**config.mk**
```make
export PLATFORM = sky130hd
export DESIGN_NAME = brdctl_regs
export DESIGN_NICKNAME = d
export VERILOG_FILES = /design/src/rtl/brdctl_pkg.sv /design/src/rtl/brdctl_decode.sv /design/src/rtl/brdctl_display.sv /design/src/rtl/brdctl_i2c.sv /design/src/rtl/brdctl_regs.sv
export SDC_FILE = /design/constraint.sdc
export NUM_CORES = 1
export LEC_CHECK = 0
export ABC_CLOCK_PERIOD_IN_PS = 2890
export BUFFER_PORTS_ARGS = -buffer_cell sky130_fd_sc_hd__buf_2
export CORE_MARGIN = 8
export CORE_UTILIZATION = 40
export DETAILED_ROUTE_END_ITERATION = 8
export HOLD_SLACK_MARGIN = 0.15
export PLACE_DENSITY = 0.68
export SYNTH_ARGS = -nofsm -noshare
export SYNTH_HDL_FRONTEND = slang
export SYNTH_SLANG_ARGS = --single-unit
```
**constraint.sdc**
```tcl
create_clock -name clk -period 2.89 [get_ports clk]
set_input_delay 0.4335 -clock clk [delete_from_list [all_inputs] [get_ports clk]]
set_output_delay 0.4335 -clock clk [all_outputs]
set_load 0.01 [all_outputs]
```
**src/rtl/brdctl_pkg.sv**
```systemverilog
package brdctl_pkg;
  localparam int OFFW = 20;

  localparam logic [OFFW-1:0] OFF_SWITCH  = 20'h00200;
  localparam logic [OFFW-1:0] OFF_LED     = 20'h00408;
  localparam logic [OFFW-1:0] OFF_WORD    = 20'h00410;
  localparam logic [OFFW-1:0] OFF_CHAR0   = 20'h00418;
  localparam int              CHAR_STEP   = 8;
  localparam logic [OFFW-1:0] OFF_SOFTRES = 20'h00500;
  localparam logic [OFFW-1:0] OFF_GPO     = 20'h00A00;
  localparam logic [OFFW-1:0] OFF_I2CIN   = 20'h00B00;
  localparam logic [OFFW-1:0] OFF_I2COE   = 20'h00B08;
  localparam logic [OFFW-1:0] OFF_I2COUT  = 20'h00B10;
  localparam logic [OFFW-1:0] OFF_I2CSEL  = 20'h00B18;

  localparam logic [7:0] ASCII_SPACE = 8'h20;

  typedef enum logic [3:0] {
    RID_NONE, RID_SWITCH, RID_LED, RID_WORD, RID_CHAR, RID_SOFTRES,
    RID_GPO, RID_I2CIN, RID_I2COE, RID_I2COUT, RID_I2CSEL
  } reg_id_e;

  function automatic logic [7:0] hex_ascii(input logic [3:0] nib);
    return (nib < 4'd10) ? (8'h30 + {4'h0, nib}) : (8'h37 + {4'h0, nib});
  endfunction
endpackage

```
**src/rtl/brdctl_decode.sv**
```systemverilog
module brdctl_decode
  import brdctl_pkg::*;
#(
  parameter int NCHAR = 8,
  localparam int IW = (NCHAR > 1) ? $clog2(NCHAR) : 1
) (
  input  logic [OFFW-1:0] offset,
  output reg_id_e         reg_id,
  output logic [IW-1:0]   char_idx
);
  localparam logic [OFFW-1:0] CHAR_LAST = OFF_CHAR0 + OFFW'(CHAR_STEP * (NCHAR - 1));

  logic [OFFW-1:0] rel;
  logic            in_char;

  assign rel      = offset - OFF_CHAR0;
  assign in_char  = (offset >= OFF_CHAR0) && (offset <= CHAR_LAST) && (rel[2:0] == 3'b000);
  assign char_idx = rel[3 +: IW];

  always_comb begin
    reg_id = RID_NONE;
    unique case (offset)
      OFF_SWITCH:  reg_id = RID_SWITCH;
      OFF_LED:     reg_id = RID_LED;
      OFF_WORD:    reg_id = RID_WORD;
      OFF_SOFTRES: reg_id = RID_SOFTRES;
      OFF_GPO:     reg_id = RID_GPO;
      OFF_I2CIN:   reg_id = RID_I2CIN;
      OFF_I2COE:   reg_id = RID_I2COE;
      OFF_I2COUT:  reg_id = RID_I2COUT;
      OFF_I2CSEL:  reg_id = RID_I2CSEL;
      default:     reg_id = in_char ? RID_CHAR : RID_NONE;
    endcase
  end
endmodule

```
**src/rtl/brdctl_display.sv**
```systemverilog
module brdctl_display
  import brdctl_pkg::*;
#(
  parameter int DW = 32,
  localparam int NCHAR = DW / 4,
  localparam int IW = (NCHAR > 1) ? $clog2(NCHAR) : 1
) (
  input  logic               clk,
  input  logic               rst_n,
  input  logic               word_we,
  input  logic               pos_we,
  input  logic [IW-1:0]      wr_idx,
  input  logic [DW-1:0]      wdata,
  input  logic [IW-1:0]      rd_idx,
  output logic [7:0]         rd_char,
  output logic [8*NCHAR-1:0] text
);
  logic [7:0] chr_q [NCHAR];
  logic [7:0] chr_d [NCHAR];
  logic       chr_ce;

  assign chr_ce = word_we | pos_we;

  always_comb begin
    for (int k = 0; k < NCHAR; k++) chr_d[k] = chr_q[k];
    if (word_we) begin
      for (int k = 0; k < NCHAR; k++) chr_d[k] = hex_ascii(wdata[DW-1-4*k -: 4]);
    end
    if (pos_we) chr_d[wr_idx] = wdata[7:0];
  end

  always_ff @(posedge clk or negedge rst_n) begin
    if (!rst_n) begin
      for (int k = 0; k < NCHAR; k++) chr_q[k] <= ASCII_SPACE;
    end else if (chr_ce) begin
      for (int k = 0; k < NCHAR; k++) chr_q[k] <= chr_d[k];
    end
  end

  for (genvar g = 0; g < NCHAR; g++) begin : g_flat
    assign text[8*g +: 8] = chr_q[g];
  end

  assign rd_char = chr_q[rd_idx];
endmodule

```
**src/rtl/brdctl_i2c.sv**
```systemverilog
module brdctl_i2c (
  input  logic       clk,
  input  logic       rst_n,
  input  logic       oe_we,
  input  logic       out_we,
  input  logic       sel_we,
  input  logic [7:0] wbyte,
  input  logic [7:0] pins_in,
  input  logic       eep_sda,
  output logic [1:0] oe,
  output logic       sel,
  output logic       scl,
  output logic       sda,
  output logic [7:0] in_view
);
  logic [1:0] oe_d, out_d, out_q;
  logic       sel_d;
  logic [7:0] in_q;

  always_comb begin
    oe_d  = wbyte[1:0];
    out_d = wbyte[1:0];
    sel_d = wbyte[0];
  end

  always_ff @(posedge clk or negedge rst_n) begin
    if (!rst_n) begin
      oe    <= 2'b00;
      out_q <= 2'b11;
      sel   <= 1'b0;
      in_q  <= 8'h00;
    end else begin
      if (oe_we)  oe    <= oe_d;
      if (out_we) out_q <= out_d;
      if (sel_we) sel   <= sel_d;
      in_q <= pins_in;
    end
  end

  assign scl     = out_q[1];
  assign sda     = out_q[0];
  assign in_view = {in_q[7:1], eep_sda};
endmodule

```
**src/rtl/brdctl_regs.sv**
```systemverilog
module brdctl_regs
  import brdctl_pkg::*;
#(
  parameter int AW = 32,
  parameter int DW = 32,
  localparam int NCHAR = DW / 4,
  localparam int IW = (NCHAR > 1) ? $clog2(NCHAR) : 1
) (
  input  logic               clk,
  input  logic               rst_n,
  input  logic [AW-1:0]      bus_addr,
  input  logic               bus_wr,
  input  logic               bus_rd,
  input  logic [DW-1:0]      bus_wdata,
  output logic [DW-1:0]      bus_rdata,
  output logic               rd_valid,
  output logic               rd_bad,
  output logic [7:0]         led,
  output logic [8*NCHAR-1:0] disp_text,
  output logic               rst_req,
  output logic [7:0]         gpo,
  output logic [1:0]         i2c_oe,
  output logic               i2c_sel,
  output logic               i2c_scl,
  output logic               i2c_sda,
  input  logic [7:0]         i2c_in,
  input  logic               eep_sda
);
  // Reset: asserted asynchronously, released on the clock.
  logic [1:0] rst_sync_q;
  logic       rst_i_n;
  always_ff @(posedge clk or negedge rst_n) begin
    if (!rst_n) rst_sync_q <= 2'b00;
    else        rst_sync_q <= {rst_sync_q[0], 1'b1};
  end
  assign rst_i_n = rst_sync_q[1];

  logic unused_addr_hi;
  assign unused_addr_hi = ^bus_addr[AW-1:OFFW];

  reg_id_e       rid;
  logic [IW-1:0] cidx;

  brdctl_decode #(.NCHAR(NCHAR)) u_dec (
    .offset  (bus_addr[OFFW-1:0]),
    .reg_id  (rid),
    .char_idx(cidx)
  );

  logic [7:0] rd_char;
  brdctl_display #(.DW(DW)) u_disp (
    .clk    (clk),
    .rst_n  (rst_i_n),
    .word_we(bus_wr && rid == RID_WORD),
    .pos_we (bus_wr && rid == RID_CHAR),
    .wr_idx (cidx),
    .wdata  (bus_wdata),
    .rd_idx (cidx),
    .rd_char(rd_char),
    .text   (disp_text)
  );

  logic [7:0] i2c_view;
  brdctl_i2c u_i2c (
    .clk    (clk),
    .rst_n  (rst_i_n),
    .oe_we  (bus_wr && rid == RID_I2COE),
    .out_we (bus_wr && rid == RID_I2COUT),
    .sel_we (bus_wr && rid == RID_I2CSEL),
    .wbyte  (bus_wdata[7:0]),
    .pins_in(i2c_in),
    .eep_sda(eep_sda),
    .oe     (i2c_oe),
    .sel    (i2c_sel),
    .scl    (i2c_scl),
    .sda    (i2c_sda),
    .in_view(i2c_view)
  );

  // LED bar, general-purpose output, reset request
  logic led_ce, gpo_ce, rst_req_d;
  logic [7:0] led_d, gpo_d;

  always_comb begin
    led_ce    = bus_wr && rid == RID_LED;
    gpo_ce    = bus_wr && rid == RID_GPO;
    led_d     = bus_wdata[7:0];
    gpo_d     = bus_wdata[7:0];
    rst_req_d = bus_wr && rid == RID_SOFTRES;
  end

  always_ff @(posedge clk or negedge rst_i_n) begin
    if (!rst_i_n) begin
      led     <= 8'h00;
      gpo     <= 8'h00;
      rst_req <= 1'b0;
    end else begin
      if (led_ce) led <= led_d;
      if (gpo_ce) gpo <= gpo_d;
      rst_req <= rst_req_d;
    end
  end

  // Read path
  logic [DW-1:0] rdata_d;
  logic          bad_d;

  always_comb begin
    rdata_d = '0;
    bad_d   = 1'b0;
    unique case (rid)
      RID_LED:    rdata_d[7:0] = led;
      RID_CHAR:   rdata_d[7:0] = rd_char;
      RID_GPO:    rdata_d[7:0] = gpo;
      RID_I2CIN:  rdata_d[7:0] = i2c_view;
      RID_I2COE:  rdata_d[1:0] = i2c_oe;
      RID_I2COUT: rdata_d[1:0] = {i2c_scl, i2c_sda};
      RID_I2CSEL: rdata_d[0]   = i2c_sel;
      RID_NONE:   bad_d        = 1'b1;
      default:    rdata_d      = '0;
    endcase
  end

  always_ff @(posedge clk or negedge rst_i_n) begin
    if (!rst_i_n) begin
      bus_rdata <= '0;
      rd_valid  <= 1'b0;
      rd_bad    <= 1'b0;
    end else begin
      rd_valid <= bus_rd;
      rd_bad   <= bus_rd && bad_d;
      if (bus_rd) bus_rdata <= rdata_d;
    end
  end
endmodule

```
==> results of run 1 <==
[state kept, by name, summed over array words and instances, names as in the netlist]
register / cells
rst_sync_q: 2
rd_bad: 1
u_i2c.sel: 1
u_i2c.in_q: 7
u_i2c.out_q: 2
gpo: 8
bus_rdata: 8
u_disp.text: 64
rst_req: 1
rd_valid: 1
led: 8
u_i2c.oe: 2
[layer usage]
metal / global-route usage (%) / wire (um) / vias up
met5: 0 / 0 / -
met4: 6.715 / 604 / 0
met3: 5.566 / 1891 / 35
met2: 32.64 / 10300 / 279
met1: 26.13 / 9152 / 2896
li1: - / - / 2712
[critical path: stages]
cell and delay, ns:
buf_2 0.15, or4b_1 0.47, o221ai_1 0.27, nand2_1 0.24
nor3_4 0.30, buf_12 0.21, buf_4 0.26, a21boi_0 0.20
a2bb2oi_1 0.17
[cell usage after synthesis (6+ instances only)]
library cell   n  area, sq um
nor2_1        29        108.9
xnor2_1        9        78.83
a21oi_1       26        130.1
buf_4         26        195.2
a211oi_1       8        60.06
or3_1          6        37.54
o22a_1         8        70.07
inv_1         27        101.4
o22ai_1        8        50.05
nand2_1       38        142.6
nand3b_1       7        52.55
mux2_2        21        236.5
dfstp_2       10        262.8
nand3_1       23        115.1
o211ai_1       6        45.04
nor2b_1        7        43.79
o21ai_0       30        150.1
and2_1         8        50.05
o211a_1        6        60.06
mux4_2        13        292.8
buf_2          8        40.04
dfrtp_1       95         2377
nor3_1        19        95.09
clkbuf_1      17        63.81
ha_1           9        112.6
mux2i_1       72        720.7
buf_6          8        90.09
a21boi_0       6        45.04
nand4_1        7        43.79
[cell type report]
| type | count | area, sq um |
|---|---|---|
| clock buffer | 12 | 236.5 |
| sequential | 105 | 2644 |
| inverter | 30 | 112.6 |
| clock inverter | 4 | 77.57 |
| tap | 220 | 275.3 |
| multi-input combinational | 473 | 3617 |
| fill | 1543 | 8257 |
| timing repair buffer | 212 | 1246 |
[per-stage QoR]
step	std cells	util [%]	power, mW	hold slack (ns)
after detailed placement	1039	47.89	1.939	0.2212
after CTS	1056	49.86	3.258	0.1823
after global placement	1039	47.89	1.937	0.2206
after floorplan	668	-	1.779	0.1379
final	1056	49.86	3.249	0.1864
after global routing	1056	49.86	3.362	0.1792
[logic make-up (layout without fill, tap and decap cells)]
family	Yosys count	count (layout)	synth area share [%]
xor+xnor	11	11	1.445
mux	111	111	19.70
other cells	2	25	0.1126
simple gates	177	177	15.20
fa+ha+maj	9	9	1.689
buf+inv	90	258	7.580
flops	105	105	39.59
compound gates	140	140	14.69
[power by group through the flow]
stage | clock network (mW) | logic, mW | registers [mW]
after global placement | 0 | 0.407 | 1.53
final | 1.33 | 0.418 | 1.50
after CTS | 1.34 | 0.414 | 1.50
after global routing | 1.40 | 0.455 | 1.50
after floorplan | 0 | 0.238 | 1.54
after detailed placement | 0 | 0.409 | 1.53
[worst max-delay path by stage]
stage | startpoint | to
floorplan | bus_addr[8] | u_disp.text[42]
global placement | bus_addr[3] | u_disp.text[60]
detailed placement | bus_addr[3] | u_disp.text[2]
CTS | bus_addr[3] | u_disp.text[56]
global route | bus_addr[11] | u_disp.text[55]
finish | bus_addr[8] | u_disp.text[56]
[cell usage in the layout (no fill, tap or decap), drive strengths merged, types with 9 or more instances in the layout]
cell | synthesis | layout
buf | 43 | 211
dfrtp | 95 | 95
mux2i | 72 | 72
nand2 | 38 | 38
o21ai | 36 | 36
nor2 | 32 | 32
inv | 27 | 28
a21oi | 26 | 26
mux2 | 26 | 26
conb | 2 | 25
nand3 | 23 | 23
nor3 | 22 | 22
mux4 | 13 | 13
clkbuf | 17 | 12
dfstp | 10 | 10
xnor2 | 9 | 9
ha | 9 | 9
o22a | 9 | 9
[timing repair]
item / CTS / global route
hold endpoints to repair: 2 / 0
setup endpoints to repair: 0 / 0
gates resized for setup: 0 / 0
hold buffers: 1 / 0
==> results.md, run 1 <==
- Die area: 21,060 sq um
- Initial DRC count: 499
- Layout cell share with drive strength beyond 1: 35.65%
- Largest net degree at the start of global routing: 61
- Hold path depth: 1
- Asr flop ratio synth: 100.0%
- Wire length per cell: 20.78 um
- Fin Setup TNS: 0 ns
- NumNets Final: 917
- Startpoint Class: primary input
- DP Wirelength: 17,140 um
- Hold Startpoint: i2c_in[3]
- Setup WS post-layout: 0.4094 ns
- Post-Syn Area: 6669 sq um
- Final period util: 85.83%
- R2R depth: 4
- P_int: 2.407 mW
- Horiz. Die Dim: 145.1 um
- DRT Pass-1 Iters: 5
- CTS H-tree lvls: 3
- Vias post-DR: 5,922
- Die height: 145.1 um
- Final setup violation count: 0
- IO Count: 197
- Sw Pwr: 842.1 uW
- CTS clk-pin slew, worst paths: 0.08 ns
- Tot GR Track Use: 20.37%
- Final Hold Fails: 0
- Syn. warnings: 0
- Worst slew margin: 52.64%
- CTS Buffer Depth: 2
- RSZ-0062 raised after global routing: false
- Sw frac: 25.92%
- EDFF count, synth: 0
- Number of max-cap violations: 0
- Syn avg cell area: 10.34 sq um
- Max VDD drop: 0.2406 mV
- CP arrival: 2.71 ns
- Pins Over Slew Limit: 0
- Max Fclk: 403.1 MHz
- Core Region: 16,470 sq um
- Routability cong.: 0.8915
- Flop pwr share: 46.2%
- Design area: 8209 sq um
- Power per cell area: 395.8 nW/um^2
- Post-synth top flop: dfrtp_1
- Crit Path Category: primary input to register
- CTS tree: yes
- Status: finished clean
- I/O Buffers: 159
- RR Endpoint: bus_rdata[1]
- GRT overflow: 0
- Clock network latency to the later pin of the worst-skew pair: 0.35 ns
- Dpl ws: 0.06676 ns
- CTS sink cnt: 105
- Critical Path RT: 3.12 ns
- Residual DRC: 0
- Seq/Total Area, Yosys: 39.59%
- CP max FO: 16
- CP Capture Type: register
- First-pass GRT wire length: 34,480 um
- Pleak: 4.134 nW
- Hold Path Class: primary input to register
- Mapped Cells: 645
- Antenna-violating nets left: 0
- Yosys reg bits: 105
- Clock Tree Root: clkbuf_16
- Dpl cell area: 7885 sq um
- Synth cell types: 78
- Initial antenna violation count: 0
- Layout overhead on the synthesized area: 23.10%
- Row count: 47
- Inserted Diodes: 0
- R2r startpoint: u_disp.text[57]
- Worst Clk Skew: 0.01060 ns
- Vias in the first global route: 5,929
- Post-layout min period: 2.481 ns
- Clock share of power: 40.9%
- Vias per cell: 5.608
- Hold path endpoint: u_i2c.in_q[3]
- Final WL: 21,950 um
- R2R Setup Slk: 1.07 ns
- Logic pwr share: 12.9%
- Post-CTS Setup Inserts: 0
- Worst-margin pin slew: 0.7030 ns
- Initial Util: 40.50%
- Num CTS Buffers: 9
No activity file was read; power rests on OpenSTA's default activity.
==> run 2, diff against run 1 <==
ABC_CLOCK_PERIOD_IN_PS = 2500   (was 2890)
PLACE_DENSITY = 0.65   (was 0.68)
clock period = 2.5 ns   (was 2.89 ns; I/O delays follow)
==> run 2 against run 1 <==
Compared with the run above: utilization is 3.0 points higher; via count is 2.2% higher; cell count is 5.6% higher; clock skew is 0.0024 ns lower; global-route usage is 0.26 points higher; clock-buffer cell count is 3 lower; first-iteration DRC count is 27% lower; cell area is 5.9% higher; critical path depth is 1 lower; power is 15% higher; non-clock buffer count is 59 higher.
==> results.md, run 2 (synthesized netlist as in run 1, its figures left out) <==
- Final WL: 21,970 um (was 21,950 um)
- CTS H-tree lvls: 3 (unchanged)
- NumNets Final: 976 (was 917)
- Count of non-filler cells in the finished layout: 1,115 (was 1,056)
- Number of max-cap violations: 0 (unchanged)
- CP max FO: 11 (was 16)
- Most frequent cells in the layout: 159 x buf_2, 97 x buf_4, 94 x dfrtp_1, 72 x mux2i_1, 38 x nand2_1 (was 159 x buf_2, 94 x dfrtp_1, 72 x mux2i_1, 48 x buf_4, 38 x nand2_1)
- Final Hold Fails: 0 (unchanged)
- I/O Buffers: 159 (unchanged)
- Worst Clk Skew: 0.008171 ns (was 0.01060 ns)
- Cts hold-fix bufs: 8 (was 1)
- Pwr Total: 3.728 mW (was 3.249 mW)
- Hold Path Class: primary input to register (unchanged)
- Worst-margin pin slew: 0.6524 ns (was 0.7030 ns)
- Fin Setup TNS: 0 ns (unchanged)
- CP arrival: 2.53 ns (was 2.71 ns)
- Clock network latency to the later pin of the worst-skew pair: 0.35 ns (about the same)
- CTS clk-pin slew, worst paths: 0.07 ns (was 0.08 ns)
- Sw Pwr: 995.9 uW (was 842.1 uW)
- Vias post-DR: 6,051 (was 5,922)
- Logic pwr share: 14.5% (was 12.9%)
- Dpl cell area: 8313 sq um (was 7885 sq um)
- Antenna-violating nets left: 0 (unchanged)
- Initial DRC count: 363 (was 499)
- Routability cong.: 0.8829 (was 0.8915)
- Finished Core Util: 52.82% (was 49.86%)
- Dpl ws: -0.1391 ns (was 0.06676 ns)
- Power per cell area: 428.7 nW/um^2 (was 395.8 nW/um^2)
- CP max stage cell: or4b_1 (unchanged)
- RSZ-0062 raised after global routing: false (unchanged)
- IO Count: 197 (unchanged)
- Final setup violation count: 0 (unchanged)
- Die area: 21,060 sq um (unchanged)
- Flop pwr share: 46.6% (was 46.2%)
- Max VDD drop: 0.3076 mV (was 0.2406 mV)
- Pins Over Slew Limit: 0 (unchanged)
- Max Fclk: 435.8 MHz
- Critical Path RT: 2.73 ns (was 3.12 ns)
- CP cell instances: buf_2 -> or4b_1 -> o221ai_1 -> nand2_1 -> nor3_4 -> buf_12 -> mux2_1 -> mux2_2 (was buf_2 -> or4b_1 -> o221ai_1 -> nand2_1 -> nor3_4 -> buf_12 -> buf_4 -> a21boi_0 -> a2bb2oi_1)
- GRT overflow: 0 (unchanged)
- Status: finished clean (unchanged)
- Worst slew margin: 56.05% (was 52.64%)
- Horiz. Die Dim: 145.1 um (unchanged)
- Crit Path Category: primary input to register (unchanged)
- Die height: 145.1 um (unchanged)
- Inserted Diodes: 0 (unchanged)
- Initial antenna violation count: 0 (unchanged)
- Setup WS post-layout: 0.2055 ns (was 0.4094 ns)
- Tot GR Track Use: 20.63% (was 20.37%)
- Pleak: 4.422 nW (was 4.134 nW)
- Layout overhead on the synthesized area: 30.41% (was 23.10%)
- Worst path bufs/invs: 2 (was 3)
- Placed insts: 1,091 (was 1,039)
- First-pass GRT wire length: 35,060 um (was 34,480 um)
- Startpoint Class: primary input (unchanged)
- Post-CTS Setup Inserts: 0 (unchanged)
- Worst hold slack: 0.2932 ns (was 0.1864 ns)
- Design area: 8697 sq um (was 8209 sq um)
- Clock Tree Root: clkbuf_16 (unchanged)
- CP Capture Type: register (unchanged)
- Max reg flops: 64 (unchanged)
- Vias per cell: 5.427 (was 5.608)
- CTS Buffer Depth: 2 (unchanged)
- CTS sink cnt: 105 (unchanged)
- Post-layout min period: 2.294 ns
- Initial Util: 40.50% (unchanged)
- Family with the most delay on the worst path: simple AND/OR/NAND/NOR gates (unchanged)
- Clock share of power: 39.0% (was 40.9%)
- Final period util: 91.78%
- DRT Pass-1 Iters: 5 (unchanged)
- Core Region: 16,470 sq um (unchanged)
- DP Wirelength: 17,710 um (was 17,140 um)
- Layout cell share with drive strength beyond 1: 39.44% (was 35.65%)
- CTS resizes: 0 (unchanged)
- Largest net degree at the start of global routing: 49 (was 61)
- Most common cell after layout, fill and taps aside: buf_2 (unchanged)
- Vias in the first global route: 6,329 (was 5,929)
- Num CTS Buffers: 9 (unchanged)
- P_int: 2.732 mW (was 2.407 mW)
- Residual DRC: 0 (unchanged)
- Row count: 47 (unchanged)
- CP max stage delay: 0.51 ns (was 0.47 ns)
- Wire length per cell: 19.70 um (was 20.78 um)
- CTS tree: yes (unchanged)
- Sw frac: 26.71% (was 25.92%)
[run 2: layer usage]
layer,global-route usage (%),vias to the layer above,share of wire (%)
met5,0,-,0
met2,33.34,254,47
li1,-,2840,-
met4,6.767,0,2.2
met3,5.721,39,7.9
met1,26.17,2918,43
[run 2: power by group through the flow]
stage | clock (mW) | sequential, mW | combinational (mW)
finish | 1.45 | 1.74 | 0.539
global route | 1.54 | 1.74 | 0.588
CTS | 1.48 | 1.74 | 0.536
detailed placement | 0 | 1.77 | 0.524
global placement | 0 | 1.77 | 0.519
floorplan | 0 | 1.78 | 0.275
[run 2: final timing paths]
path | to | startpoint | cells past startpoint | slack, ns
worst max-delay path | u_disp.text[2] | bus_addr[10] | 8 | 0.21
worst min-delay path | rd_valid | bus_rd | 1 | 0.29
worst max register to register | bus_rdata[1] | u_disp.text[49] | 4 | 0.76
worst min register to register | rst_sync_q[1] | rst_sync_q[0] | 0 | 0.35
max in group asynchronous | gpo[4] | rst_sync_q[1] | 1 | 1.37
min in group asynchronous | rst_sync_q[1] | rst_n | 2 | 0.33
[run 2: final cells by class]
type                            instances  area [sq um]
Fill cell                            1550          7769
Multi-Input combinational cell        473          3617
Sequential cell                       105          2644
Timing Repair Buffer                  271          1744
Tap cell                              220         275.3
Clock buffer                            9         225.2
Inverter                               30         112.6
Clock inverter                          7         78.83
==> run 3, diff against run 2 <==
CORE_UTILIZATION = 39   (was 40)
PLACE_DENSITY = 0.64   (was 0.65)
==> run 3 against run 2 <==
Compared with the run above: sequential power is essentially flat; clock power is essentially flat; die area grew 2.3%; utilization shrank 1.7 points; setup slack gained 0.030 ns; power grew 0.56%; sequential share of layout area is essentially flat; hold slack lost 0.013 ns; maximum frequency grew 1.3%; cell count grew 0.18%.
==> results.md, run 3 (synthesized netlist as in run 1, its figures left out) <==
- Final period util: 90.59% (was 91.78%)
- Design area: 8686 sq um (was 8697 sq um)
- First-pass GRT wire length: 34,350 um (was 35,060 um)
- CP Capture Type: register (unchanged)
- Final WL: 21,930 um (was 21,970 um)
- Status: finished clean (unchanged)
- Vias per cell: 5.382 (was 5.427)
- Setup WS post-layout: 0.2352 ns (was 0.2055 ns)
- Vias in the first global route: 6,282 (was 6,329)
- Antenna-violating nets left: 0 (unchanged)
- RSZ-0062 raised after global routing: false (unchanged)
- Residual DRC: 0 (unchanged)
- Final setup violation count: 0 (unchanged)
- Finished Core Util: 51.10% (was 52.82%)
- Pleak: 4.398 nW (was 4.422 nW)
- Max VDD drop: 0.4110 mV (was 0.3076 mV)
- CTS tree: yes (unchanged)
- Largest net degree at the start of global routing: 66 (was 49)
- CP max FO: 4 (was 11)
- Die area: 21,540 sq um (was 21,060 sq um)
- Post-CTS Setup Inserts: 0 (unchanged)
- Startpoint Class: primary input (unchanged)
- Most numerous cell on the critical path: buf_4
- Hold Path Class: primary input to register (unchanged)
- CTS H-tree lvls: 3 (unchanged)
- Dpl ws: -0.1132 ns (was -0.1391 ns)
- Critical Path RT: 2.75 ns (was 2.73 ns)
- Row count: 48 (was 47)
- CTS sink cnt: 105 (unchanged)
- IO Count: 197 (unchanged)
- Worst slew margin: 59.67% (was 56.05%)
- Tot GR Track Use: 20.21% (was 20.63%)
- Worst-margin pin slew: 0.5987 ns (was 0.6524 ns)
- Most frequent cells in the layout: 159 x buf_2, 94 x dfrtp_1, 94 x buf_4, 72 x mux2i_1, 38 x nand2_1 (was 159 x buf_2, 97 x buf_4, 94 x dfrtp_1, 72 x mux2i_1, 38 x nand2_1)
- CTS Buffer Depth: 2 (unchanged)
- GRT overflow: 0 (unchanged)
- Pins Over Slew Limit: 0 (unchanged)
- Crit Path Category: primary input to register (unchanged)
- CTS clk-pin slew, worst paths: 0.07 ns (about the same)
- Dpl cell area: 8297 sq um (was 8313 sq um)
- Inserted Diodes: 0 (unchanged)
- Worst path bufs/invs: 3 (was 2)
- Vias post-DR: 6,012 (was 6,051)
- I/O Buffers: 159 (unchanged)
- Most common cell after layout, fill and taps aside: buf_2 (unchanged)
- Layout overhead on the synthesized area: 30.24% (was 30.41%)
- Final Hold Fails: 0 (unchanged)
- Number of max-cap violations: 0 (unchanged)
- Clock network latency to the later pin of the worst-skew pair: 0.36 ns (was 0.35 ns)
- Clock Tree Root: clkbuf_16 (unchanged)
- Routability cong.: 0.9086 (was 0.8829)
- Post-layout min period: 2.265 ns (was 2.294 ns)
- CTS resizes: 0 (unchanged)
- CP arrival: 2.51 ns (was 2.53 ns)
- Layout cell share with drive strength beyond 1: 39.13% (was 39.44%)
- Max reg flops: 64 (unchanged)
- Num CTS Buffers: 9 (unchanged)
- NumNets Final: 973 (was 976)
- Wire length per cell: 19.63 um (was 19.70 um)
- CP max stage cell: mux2_2 (was or4b_1)
- Horiz. Die Dim: 146.8 um (was 145.1 um)
- CP cell instances: buf_2 -> buf_4 -> ha_1 -> a211o_1 -> nor3_1 -> nor3_2 -> and3_1 -> o211ai_4 -> buf_4 -> mux2_2 (was buf_2 -> or4b_1 -> o221ai_1 -> nand2_1 -> nor3_4 -> buf_12 -> mux2_1 -> mux2_2)
- R2R Setup Slk: 0.68 ns (was 0.76 ns)
- CP max stage delay: 0.34 ns (was 0.51 ns)
- DP Wirelength: 17,650 um (was 17,710 um)
- Die height: 146.8 um (was 145.1 um)
- Filler cells: 1,590 (was 1,550)
- Worst Clk Skew: 0.004641 ns (was 0.008171 ns)
- Max Fclk: 441.5 MHz (was 435.8 MHz)
- Core Region: 17,000 sq um (was 16,470 sq um)
- Initial DRC count: 409 (was 363)
- Power per cell area: 431.6 nW/um^2 (was 428.7 nW/um^2)
- Initial antenna violation count: 0 (unchanged)
- DRT Pass-1 Iters: 5 (unchanged)
- Initial Util: 39.24% (was 40.50%)
- Family with the most delay on the worst path: simple AND/OR/NAND/NOR gates (unchanged)
-- run 3: changes by cell type in the layout (fill, tap and decap cells not counted) --
cell	change
clkinv_4	-2
clkbuf_1	+1
buf_4	-3
clkinv_2	-1
clkbuf_8	+2
clkinvlp_4	+1
inv_8	-1
-- run 3: metrics by stage --
stage / total power [mW] / setup TNS (ns) / instances / hold slack, ns
finish: 3.749 / 0 / 1117 / 0.2805
global route: 3.908 / 0 / 1117 / 0.2783
CTS: 3.770 / 0 / 1117 / 0.2752
detailed placement: 2.293 / -2.680 / 1093 / 0.1624
global placement: 2.284 / -1.439 / 1093 / 0.1621
floorplan: 2.057 / 0 / 668 / 0.07941
-- run 3: repair_timing --
| action | CTS | global route |
|---|---|---|
| setup endpoints to repair | 0 | 0 |
| endpoints found under the hold margin | 9 | 0 |
| hold buffers | 8 | 0 |
-- run 3: path summary, 6_finish.rpt --
kind	start	to	depth (start not counted)
min in group asynchronous	rst_sync_q[1]	u_disp.text[7]	1
worst min-delay path	bus_rd	rd_valid	1
worst max register to register	u_disp.text[9]	bus_rdata[1]	5
worst min register to register	rst_sync_q[1]	u_disp.text[7]	1
max in group asynchronous	rst_sync_q[1]	u_disp.text[29]	1
worst max-delay path	bus_addr[4]	gpo[5]	10
-- run 3: per-layer routing --
metal	share of wire [%]	vias to the layer above	track usage, %
li1	-	2827	-
met5	0	-	0
met4	1.9	0	5.719
met1	43	2927	25.37
met2	47	233	32.95
met3	8.3	25	6.183
-- run 3: power breakdown --
group / switching [mW] / internal (mW)
logic: 0.322 / 0.228
registers: 0.00769 / 1.72
clock network: 0.645 / 0.831
-- run 3: worst reg2reg max path, cell delays in order (launching register included) --
cell	delay, ns
dfrtp_1	0.42
mux4_2	0.52
mux2i_1	0.20
buf_4	0.16
o21ai_0	0.07
o32a_1	0.34
-- run 3: area by class of cell --
cell class	instances	area [sq um]	share of cell area (%)
repair buffers	268	1722	19.82
multi-input cells	473	3617	41.65
well taps	225	281.5	3.241
clock buffers	12	256.5	2.953
inverters	30	112.6	1.296
clock inverters	4	52.55	0.6050
flip-flops and latches	105	2644	30.44
